**src/rtl/tod_pkg.sv**
```systemverilog
package tod_pkg;
  localparam int REG_W      = 16;
  localparam int SEC_W      = 48;
  localparam int NS_W       = 32;
  localparam int FRAC_W     = 32;
  localparam int TOD_W      = SEC_W + NS_W + FRAC_W;
  localparam int SLOT_WORDS = TOD_W / REG_W;
  localparam int ADDR_W     = 5;
  localparam int NUM_SLOTS  = 2;

  localparam int ADR_CTRL    = 0;
  localparam int ADR_ENABLE  = 1;
  localparam int ADR_STATUS  = 2;
  localparam int ADR_STEP_NS = 3;
  localparam int ADR_STEP_FH = 4;
  localparam int ADR_STEP_FL = 5;
  localparam int ADR_LV_BASE = 8;
  localparam int ADR_CAP_BASE = 16;
  localparam int CAP_STRIDE  = 8;

  localparam int TRIG_BIT  = 0;
  localparam int CMD_LSB   = 2;
  localparam int CMD_MSB   = 4;
  localparam int PHASE_BIT = 8;

  typedef enum logic [2:0] {
    CMD_LOAD    = 3'd0,
    CMD_FREQ    = 3'd1,
    CMD_ADD     = 3'd2,
    CMD_SUB     = 3'd3,
    CMD_CAPTURE = 3'd4,
    CMD_NOP     = 3'd7
  } cmd_e;

  typedef struct packed {
    logic [SEC_W-1:0]  sec;
    logic [NS_W-1:0]   ns;
    logic [FRAC_W-1:0] frac;
  } tod_t;

  typedef struct packed {
    logic                 run;
    logic                 doLoad;
    logic                 doFreq;
    logic                 doAdd;
    logic                 doSub;
    logic                 doCapture;
    logic [NUM_SLOTS-1:0] clrSlot;
  } tod_strobe_t;

  typedef struct packed {
    logic [REG_W-1:0]  stepNs;
    logic [FRAC_W-1:0] stepFrac;
    tod_t              loadVal;
  } tod_cfg_t;
endpackage

```
**src/rtl/tod_datapath.sv**
```systemverilog
module tod_datapath
  import tod_pkg::*;
#(
  parameter int unsigned NS_PER_SEC = 32'd1000000000
) (
  input  logic                       clk,
  input  logic                       rstN,
  input  tod_strobe_t                strb,
  input  tod_cfg_t                   cfg,
  output tod_t                       tod,
  output tod_t [NUM_SLOTS-1:0]       capSlots,
  output logic [NUM_SLOTS-1:0]       slotValid
);
  localparam int FIX_W = NS_W + FRAC_W;
  localparam logic [NS_W-1:0] NS_LIMIT = NS_W'(NS_PER_SEC);

  logic [FRAC_W-1:0] trimReg;
  logic [FIX_W-1:0]  curFix, lvFix, stepInc, advFix;
  logic [NS_W-1:0]   advNs;
  logic              advWrap;
  logic [FIX_W:0]    addFix, subFix;
  logic [NS_W:0]     addNs;
  logic              addCarry, subBorrow;
  logic [NS_W-1:0]   subNs;
  tod_t              advRes, addRes, subRes, nextTod;
  logic [NUM_SLOTS-1:0] capSel;

  assign curFix = {tod.ns, tod.frac};
  assign lvFix  = {cfg.loadVal.ns, cfg.loadVal.frac};

  // nominal step plus signed step fraction plus signed trim
  assign stepInc = {{(NS_W-REG_W){1'b0}}, cfg.stepNs, {FRAC_W{1'b0}}}
                 + {{NS_W{cfg.stepFrac[FRAC_W-1]}}, cfg.stepFrac}
                 + {{NS_W{trimReg[FRAC_W-1]}}, trimReg};

  assign advFix  = curFix + stepInc;
  assign advNs   = advFix[FIX_W-1:FRAC_W];
  assign advWrap = advNs >= NS_LIMIT;

  always_comb begin
    advRes.frac = advFix[FRAC_W-1:0];
    advRes.ns   = advWrap ? advNs - NS_LIMIT : advNs;
    advRes.sec  = tod.sec + SEC_W'(advWrap);
  end

  assign addFix   = {1'b0, curFix} + {1'b0, lvFix};
  assign addNs    = addFix[FIX_W:FRAC_W];
  assign addCarry = addNs >= {1'b0, NS_LIMIT};

  always_comb begin
    addRes.frac = addFix[FRAC_W-1:0];
    addRes.ns   = addCarry ? NS_W'(addNs - {1'b0, NS_LIMIT}) : addNs[NS_W-1:0];
    addRes.sec  = tod.sec + cfg.loadVal.sec + SEC_W'(addCarry);
  end

  assign subFix    = {1'b0, curFix} - {1'b0, lvFix};
  assign subBorrow = subFix[FIX_W];
  assign subNs     = subFix[FIX_W-1:FRAC_W];

  always_comb begin
    subRes.frac = subFix[FRAC_W-1:0];
    subRes.ns   = subBorrow ? subNs + NS_LIMIT : subNs;
    subRes.sec  = tod.sec - cfg.loadVal.sec - SEC_W'(subBorrow);
  end

  always_comb begin
    if (!strb.run)          nextTod = '0;
    else if (strb.doLoad)   nextTod = cfg.loadVal;
    else if (strb.doAdd)    nextTod = addRes;
    else if (strb.doSub)    nextTod = subRes;
    else                    nextTod = advRes;
  end

  always_ff @(posedge clk or negedge rstN) begin
    if (!rstN) begin
      tod     <= '0;
      trimReg <= '0;
    end else begin
      tod <= nextTod;
      if (strb.doFreq) trimReg <= cfg.loadVal.frac;
    end
  end

  // lowest empty slot, else the last one
  always_comb begin
    logic found;
    capSel = '0;
    found  = 1'b0;
    for (int s = 0; s < NUM_SLOTS; s++) begin
      if (!slotValid[s] && !found) begin
        capSel[s] = 1'b1;
        found     = 1'b1;
      end
    end
    if (!found) capSel[NUM_SLOTS-1] = 1'b1;
  end

  for (genvar s = 0; s < NUM_SLOTS; s++) begin : g_slot
    always_ff @(posedge clk or negedge rstN) begin
      if (!rstN) begin
        capSlots[s]  <= '0;
        slotValid[s] <= 1'b0;
      end else if (strb.doCapture && capSel[s]) begin
        capSlots[s]  <= tod;
        slotValid[s] <= 1'b1;
      end else if (strb.clrSlot[s]) begin
        slotValid[s] <= 1'b0;
      end
    end
  end
endmodule

```
**src/rtl/tod_ctrl.sv**
```systemverilog
module tod_ctrl
  import tod_pkg::*;
#(
  parameter int SYNC_STAGES = 2
) (
  input  logic                   clk,
  input  logic                   rstN,
  input  logic                   regWrEn,
  input  logic                   regRdEn,
  input  logic [ADDR_W-1:0]      regAddr,
  input  logic [REG_W-1:0]       regWrData,
  output logic [REG_W-1:0]       regRdData,
  input  logic                   extEvent,
  input  tod_t [NUM_SLOTS-1:0]   capSlots,
  input  logic [NUM_SLOTS-1:0]   slotValid,
  output tod_strobe_t            strb,
  output tod_cfg_t               cfg
);
  localparam int LAST_WORD = SLOT_WORDS - 1;
  localparam logic [REG_W-1:0] CTRL_RESET = REG_W'(CMD_NOP) << CMD_LSB;

  logic [REG_W-1:0] ctrlReg, stepNsReg, stepFracHi, stepFracLo;
  logic             enReg;
  logic [REG_W-1:0] lvWord [SLOT_WORDS];
  logic [TOD_W-1:0] lvFlat;
  logic [SYNC_STAGES:0] extPipe;
  logic             extRise, hostWrCtrl, hostTrig, fire;
  cmd_e             cmdNow;
  logic             loadQ, freqQ, addQ, subQ, capQ;
  logic [NUM_SLOTS-1:0] clrNow;
  logic [REG_W-1:0] rdMux;

  // event synchroniser with one extra flop for edge detection
  always_ff @(posedge clk or negedge rstN) begin
    if (!rstN) extPipe <= '0;
    else       extPipe <= {extPipe[SYNC_STAGES-1:0], extEvent};
  end
  assign extRise = extPipe[SYNC_STAGES-1] & ~extPipe[SYNC_STAGES];

  assign hostWrCtrl = regWrEn && (regAddr == ADDR_W'(ADR_CTRL));
  assign hostTrig   = hostWrCtrl && regWrData[TRIG_BIT] && !ctrlReg[TRIG_BIT];
  assign cmdNow     = cmd_e'(hostWrCtrl ? regWrData[CMD_MSB:CMD_LSB]
                                        : ctrlReg[CMD_MSB:CMD_LSB]);
  assign fire       = (hostTrig || extRise) && enReg;

  always_ff @(posedge clk or negedge rstN) begin
    if (!rstN) begin
      ctrlReg    <= CTRL_RESET;
      enReg      <= 1'b0;
      stepNsReg  <= '0;
      stepFracHi <= '0;
      stepFracLo <= '0;
      for (int k = 0; k < SLOT_WORDS; k++) lvWord[k] <= '0;
    end else begin
      if (regWrEn) begin
        if (regAddr == ADDR_W'(ADR_CTRL))    ctrlReg    <= regWrData;
        if (regAddr == ADDR_W'(ADR_ENABLE))  enReg      <= regWrData[0];
        if (regAddr == ADDR_W'(ADR_STEP_NS)) stepNsReg  <= regWrData;
        if (regAddr == ADDR_W'(ADR_STEP_FH)) stepFracHi <= regWrData;
        if (regAddr == ADDR_W'(ADR_STEP_FL)) stepFracLo <= regWrData;
        for (int k = 0; k < SLOT_WORDS; k++) begin
          if (regAddr == ADDR_W'(ADR_LV_BASE + k)) lvWord[k] <= regWrData;
        end
      end
      if (fire && cmdNow == CMD_LOAD) ctrlReg[PHASE_BIT] <= 1'b0;
    end
  end

  always_ff @(posedge clk or negedge rstN) begin
    if (!rstN) begin
      loadQ <= 1'b0;
      freqQ <= 1'b0;
      addQ  <= 1'b0;
      subQ  <= 1'b0;
      capQ  <= 1'b0;
    end else begin
      loadQ <= fire && cmdNow == CMD_LOAD;
      freqQ <= fire && cmdNow == CMD_FREQ;
      addQ  <= fire && cmdNow == CMD_ADD;
      subQ  <= fire && cmdNow == CMD_SUB;
      capQ  <= fire && cmdNow == CMD_CAPTURE;
    end
  end

  for (genvar s = 0; s < NUM_SLOTS; s++) begin : g_clr
    assign clrNow[s] = regRdEn &&
                       (regAddr == ADDR_W'(ADR_CAP_BASE + s * CAP_STRIDE + LAST_WORD));
  end

  always_comb begin
    strb.run       = enReg;
    strb.doLoad    = loadQ;
    strb.doFreq    = freqQ;
    strb.doAdd     = addQ;
    strb.doSub     = subQ;
    strb.doCapture = capQ;
    strb.clrSlot   = clrNow;
  end

  always_comb begin
    for (int k = 0; k < SLOT_WORDS; k++)
      lvFlat[(SLOT_WORDS-1-k)*REG_W +: REG_W] = lvWord[k];
  end

  assign cfg.stepNs   = stepNsReg;
  assign cfg.stepFrac = {stepFracHi, stepFracLo};
  assign cfg.loadVal  = tod_t'(lvFlat);

  always_comb begin
    logic [TOD_W-1:0] capFlat;
    rdMux = '0;
    if (regAddr == ADDR_W'(ADR_CTRL))    rdMux = ctrlReg;
    if (regAddr == ADDR_W'(ADR_ENABLE))  rdMux = {{(REG_W-1){1'b0}}, enReg};
    if (regAddr == ADDR_W'(ADR_STATUS))  rdMux = {{(REG_W-NUM_SLOTS){1'b0}}, slotValid};
    if (regAddr == ADDR_W'(ADR_STEP_NS)) rdMux = stepNsReg;
    if (regAddr == ADDR_W'(ADR_STEP_FH)) rdMux = stepFracHi;
    if (regAddr == ADDR_W'(ADR_STEP_FL)) rdMux = stepFracLo;
    for (int k = 0; k < SLOT_WORDS; k++) begin
      if (regAddr == ADDR_W'(ADR_LV_BASE + k)) rdMux = lvWord[k];
    end
    for (int s = 0; s < NUM_SLOTS; s++) begin
      capFlat = capSlots[s];
      for (int k = 0; k < SLOT_WORDS; k++) begin
        if (regAddr == ADDR_W'(ADR_CAP_BASE + s * CAP_STRIDE + k))
          rdMux = capFlat[(SLOT_WORDS-1-k)*REG_W +: REG_W];
      end
    end
  end

  always_ff @(posedge clk or negedge rstN) begin
    if (!rstN)        regRdData <= '0;
    else if (regRdEn) regRdData <= rdMux;
  end
endmodule

```
**src/rtl/ptp_tod_core.sv**
```systemverilog
module ptp_tod_core
  import tod_pkg::*;
#(
  parameter int unsigned NS_PER_SEC  = 32'd1000000000,
  parameter int          SYNC_STAGES = 2
) (
  input  logic              clk,
  input  logic              rstN,
  input  logic              regWrEn,
  input  logic              regRdEn,
  input  logic [ADDR_W-1:0] regAddr,
  input  logic [REG_W-1:0]  regWrData,
  output logic [REG_W-1:0]  regRdData,
  input  logic              extEvent,
  output logic [SEC_W-1:0]  todSeconds,
  output logic [NS_W-1:0]   todNanos
);
  tod_strobe_t          strb;
  tod_cfg_t             cfg;
  tod_t                 tod;
  tod_t [NUM_SLOTS-1:0] capSlots;
  logic [NUM_SLOTS-1:0] slotValid;

  tod_ctrl #(.SYNC_STAGES(SYNC_STAGES)) u_ctrl (
    .clk(clk), .rstN(rstN), .regWrEn(regWrEn), .regRdEn(regRdEn),
    .regAddr(regAddr), .regWrData(regWrData), .regRdData(regRdData),
    .extEvent(extEvent), .capSlots(capSlots), .slotValid(slotValid),
    .strb(strb), .cfg(cfg)
  );

  tod_datapath #(.NS_PER_SEC(NS_PER_SEC)) u_dp (
    .clk(clk), .rstN(rstN), .strb(strb), .cfg(cfg),
    .tod(tod), .capSlots(capSlots), .slotValid(slotValid)
  );

  assign todSeconds = tod.sec;
  assign todNanos   = tod.ns;
endmodule

```
**config.mk**
```make
export PLATFORM = sky130hd
export DESIGN_NAME = ptp_tod_core
export DESIGN_NICKNAME = d
export VERILOG_FILES = /design/src/rtl/tod_pkg.sv /design/src/rtl/tod_datapath.sv /design/src/rtl/tod_ctrl.sv /design/src/rtl/ptp_tod_core.sv
export SDC_FILE = /design/constraint.sdc
export NUM_CORES = 2
export LEC_CHECK = 0
export BUFFER_PORTS_ARGS = -buffer_cell sky130_fd_sc_hd__buf_2
export CELL_PAD_IN_SITES_DETAIL_PLACEMENT = 1
export CELL_PAD_IN_SITES_GLOBAL_PLACEMENT = 1
export CORE_ASPECT_RATIO = 1.1
export CORE_MARGIN = 5
export CORE_UTILIZATION = 29
export CTS_CLUSTER_DIAMETER = 60
export DETAILED_ROUTE_END_ITERATION = 8
export PLACE_DENSITY = 0.5
export SLEW_MARGIN = 20
export SYNTH_ARGS = -nofsm -noshare
export SYNTH_HDL_FRONTEND = slang
export SYNTH_SLANG_ARGS = --single-unit
export TNS_END_PERCENT = 20
```
**constraint.sdc**
```tcl
create_clock -name clk -period 25.4 [get_ports clk]
set_clock_uncertainty 0.2 [all_clocks]
set_input_delay 5.08 -clock clk [delete_from_list [all_inputs] [get_ports clk]]
set_output_delay 5.08 -clock clk [all_outputs]
set_load 0.1 [all_outputs]
```
==> metrics.yaml <==
yosysWarnings: 0
status: "finished, final reports clean"
clock_path_buffers: 3
ff2ff_setup_slack_ns: 13.57
p_leak_nw: 24.0
synthFlopType: "dfrtp_1"
fillers: 19665
yosys_register_bits: 571
critPathSlowestCell: "dfrtp_1"
num-nets-final: 6161
rr_startpoint: "u_ctrl.stepFracHi[15]$_DFFE_PN0P_"
drv_slew: 0
area_growth_pct: 10.5
grt_max_degree: 130
cts_tree: "yes"
ios: 122
final.period_utilization: 0.466
seqCellArea_mm2: 0.0143
drt-pass1-iter-count: 6
hold_viol: 0
cp-start-kind: "flop"
synthTopCellsByCount: "568 x dfrtp_1, 531 x a21oi_1, 496 x nor2_1"
numCtsBuffers: 79
fmax_ghz: 0.0845
netlist.area_leader.share: 0.292
htreeDepth: 3
clk_pin_slew_ns: 0.06
die_y_um: 440
grt_pass1_wl_um: 354000
drv_cap: 0
drtIter0Drc: 3508
rsz0062_at_grt: "no"
synth_area_leaders: "dfrtp_1 29%, ha_1 9.0%, mux2_2 6.5%, a21oi_1 5.5%, xnor2_1 4.6%"
vias_per_cell: 5.69
vias: 45615
numClockSinks: 571
finalPower_mw: 6.14
yosysMostFrequentCell: "dfrtp_1"
clock-root-buffer: "clkbuf_16"
start_util: 0.292
critPathLaunch: "u_ctrl.stepFracHi[15]$_DFFE_PN0P_"
cts_setup_buffers: 0
hold_class: "reg -> reg"
worst_slew_margin_rel: 0.223
syn_avg_cell_area_um2: 8.39
drt_wl_total_um: 250000
synth_edf_count: 0
rows: 157
antenna_found_initial: 20
clock_latency_ns: 0.70
async_reset_ff_frac: 1.00
syn_nets: 6249
die_x_um: 401
first_global_vias: 46632
grt-ovfl-total: 0
synth.yosys.seq_area_share: 0.294
path_class: "reg -> reg"
critPathMaxStageDelay_ns: 0.95
crit_arrival_ns: 12.17
cts_hold_buffers: 0
ys_types: 103
synth_cells: 5801
powerDensity_mw_per_mm2: 114
required_ns: 25.74
die_area_mm2: 0.176
cp-end-kind: "flop"
crit_top_cell: "a21oi_1"
port_buffers: 121
tightestPinTransition_ns: 1.17
grtUsageTotal: 0.275
antenna_left: 0
drc: 0
netlist_area_mm2: 0.0487
core_area_mm2: 0.167
period_minus_slack_ns: 11.83
setup_tns_ns: 0
synth_largest_area_cell: "dfrtp_1"
finalSetupViolCount: 0
cts.repair.resized: 0
hpwl_um: 199000
gp_routability_congestion: 0.917
multi_input_area_mm2: 0.0310
hold_path.startpoint: "u_ctrl.extPipe[0]$_DFF_PN0_"
ir_drop_mv: 0.0501
layout-drive-gt1-share: 0.123
crit_fanout: 23
wl_per_cell_um: 31.2
==> layer usage <==
layer,wire length (um),track usage,vias to the layer above
li1,-,-,20654
met1,111000,0.361,23438
met2,116000,0.459,1193
met3,10000,0.0270,324
met4,13100,0.127,6
met5,32,0,-
==> power by group <==
part           switching (mW)  internal [mW]  total, mW
logic                    2.44           1.24       3.69
registers               0.258           1.02       1.28
clock network           0.491          0.679       1.17
==> cells by family after synthesis <==
| family | count (synthesis) | share of synthesized area |
|---|---|---|
| buf+inv | 820 | 0.0700 |
| fa+ha+maj | 422 | 0.119 |
| xor+xnor | 314 | 0.0565 |
| compound gates | 1840 | 0.246 |
| flops | 571 | 0.294 |
| simple gates | 1537 | 0.146 |
| mux | 297 | 0.0686 |
==> cell type report <==
class / instances / share of cell area
well taps: 2226 / 0.0518
inverters: 442 / 0.0309
diodes: 8 / 0.000372
clock buffers: 103 / 0.0407
repair buffers: 209 / 0.0240
multi-input cells: 4410 / 0.577
clock inverters: 41 / 0.00917
flip-flops and latches: 571 / 0.266
==> stage by stage <==
| step | area (um2) | instances | utilization | hold WS [ns] | worst slack, ns |
|---|---|---|---|---|---|
| CTS | 53800 | 8002 | 0.322 | 0.152 | 13.60 |
| detailed placement | 51100 | 7858 | 0.306 | 0.136 | 13.66 |
| global placement | 51100 | 7858 | 0.306 | 0.135 | 13.86 |
| finish | 53800 | 8010 | 0.323 | 0.148 | 13.57 |
| global route | 53800 | 8002 | 0.322 | 0.160 | 12.65 |
| floorplan | 48700 | 5801 | - | 0.131 | 15.96 |
==> cell usage in the layout (no fill, tap or decap), drive strengths merged, types with 32 or more instances in the layout <==
| cell type | Yosys | routed |
|---|---|---|
| dfrtp | 568 | 568 |
| a21oi | 531 | 531 |
| nor2 | 497 | 497 |
| nand2 | 449 | 449 |
| inv | 438 | 449 |
| o21ai | 393 | 393 |
| ha | 351 | 351 |
| mux2 | 282 | 282 |
| xnor2 | 258 | 258 |
| buf | 117 | 209 |
| a211oi | 159 | 159 |
| nor3 | 112 | 112 |
| clkbuf | 261 | 103 |
| nand3 | 101 | 101 |
| a21o | 88 | 88 |
| nand4 | 75 | 75 |
| o21bai | 74 | 74 |
| fa | 71 | 71 |
| a22oi | 68 | 68 |
| a31oi | 59 | 59 |
| xor2 | 56 | 56 |
| o21a | 51 | 51 |
| nor2b | 47 | 47 |
| a221oi | 47 | 47 |
| nand2b | 43 | 43 |
| and3 | 40 | 40 |
| o31ai | 40 | 40 |
| or3 | 39 | 39 |
| o211ai | 39 | 39 |
| nor4 | 39 | 39 |
| o22ai | 32 | 32 |
==> worst max-delay path, delay by kind of cell, from the launching register on <==
kind | cells | cell delay (ns)
buf+inv | 4 | 0.97
flops | 1 | 0.95
xor+xnor | 3 | 0.63
simple gates | 12 | 3.19
fa+ha+maj | 4 | 1.81
compound gates | 18 | 3.90
==> registers in the layout, indices dropped and copies added, names as in the netlist, 2 cells and up <==
| register | flops |
|---|---|
| u_dp.tod | 112 |
| u_dp.capSlots | 224 |
| u_ctrl.ctrlReg | 16 |
| u_ctrl.stepNsReg | 16 |
| u_dp.trimReg | 32 |
| u_dp.slotValid | 2 |
| u_ctrl.stepFracLo | 16 |
| u_ctrl.regRdData | 16 |
| u_ctrl.cfg | 112 |
| u_ctrl.stepFracHi | 16 |
| u_ctrl.extPipe | 3 |
==> path summary, 6_finish.rpt <==
| kind | endpoint | cells after the start |
|---|---|---|
| setup / recovery | u_dp.tod[109]$_DFF_PN0_ | 41 |
| hold / removal | u_ctrl.extPipe[1]$_DFF_PN0_ | 0 |
| setup reg to reg | u_dp.tod[109]$_DFF_PN0_ | 41 |
| hold reg to reg | u_ctrl.extPipe[1]$_DFF_PN0_ | 0 |
| max in group asynchronous | u_dp.tod[58]$_DFF_PN0_ | 3 |
| min in group asynchronous | u_dp.tod[7]$_DFF_PN0_ | 1 |
No activity file was read; power rests on OpenSTA's default activity.
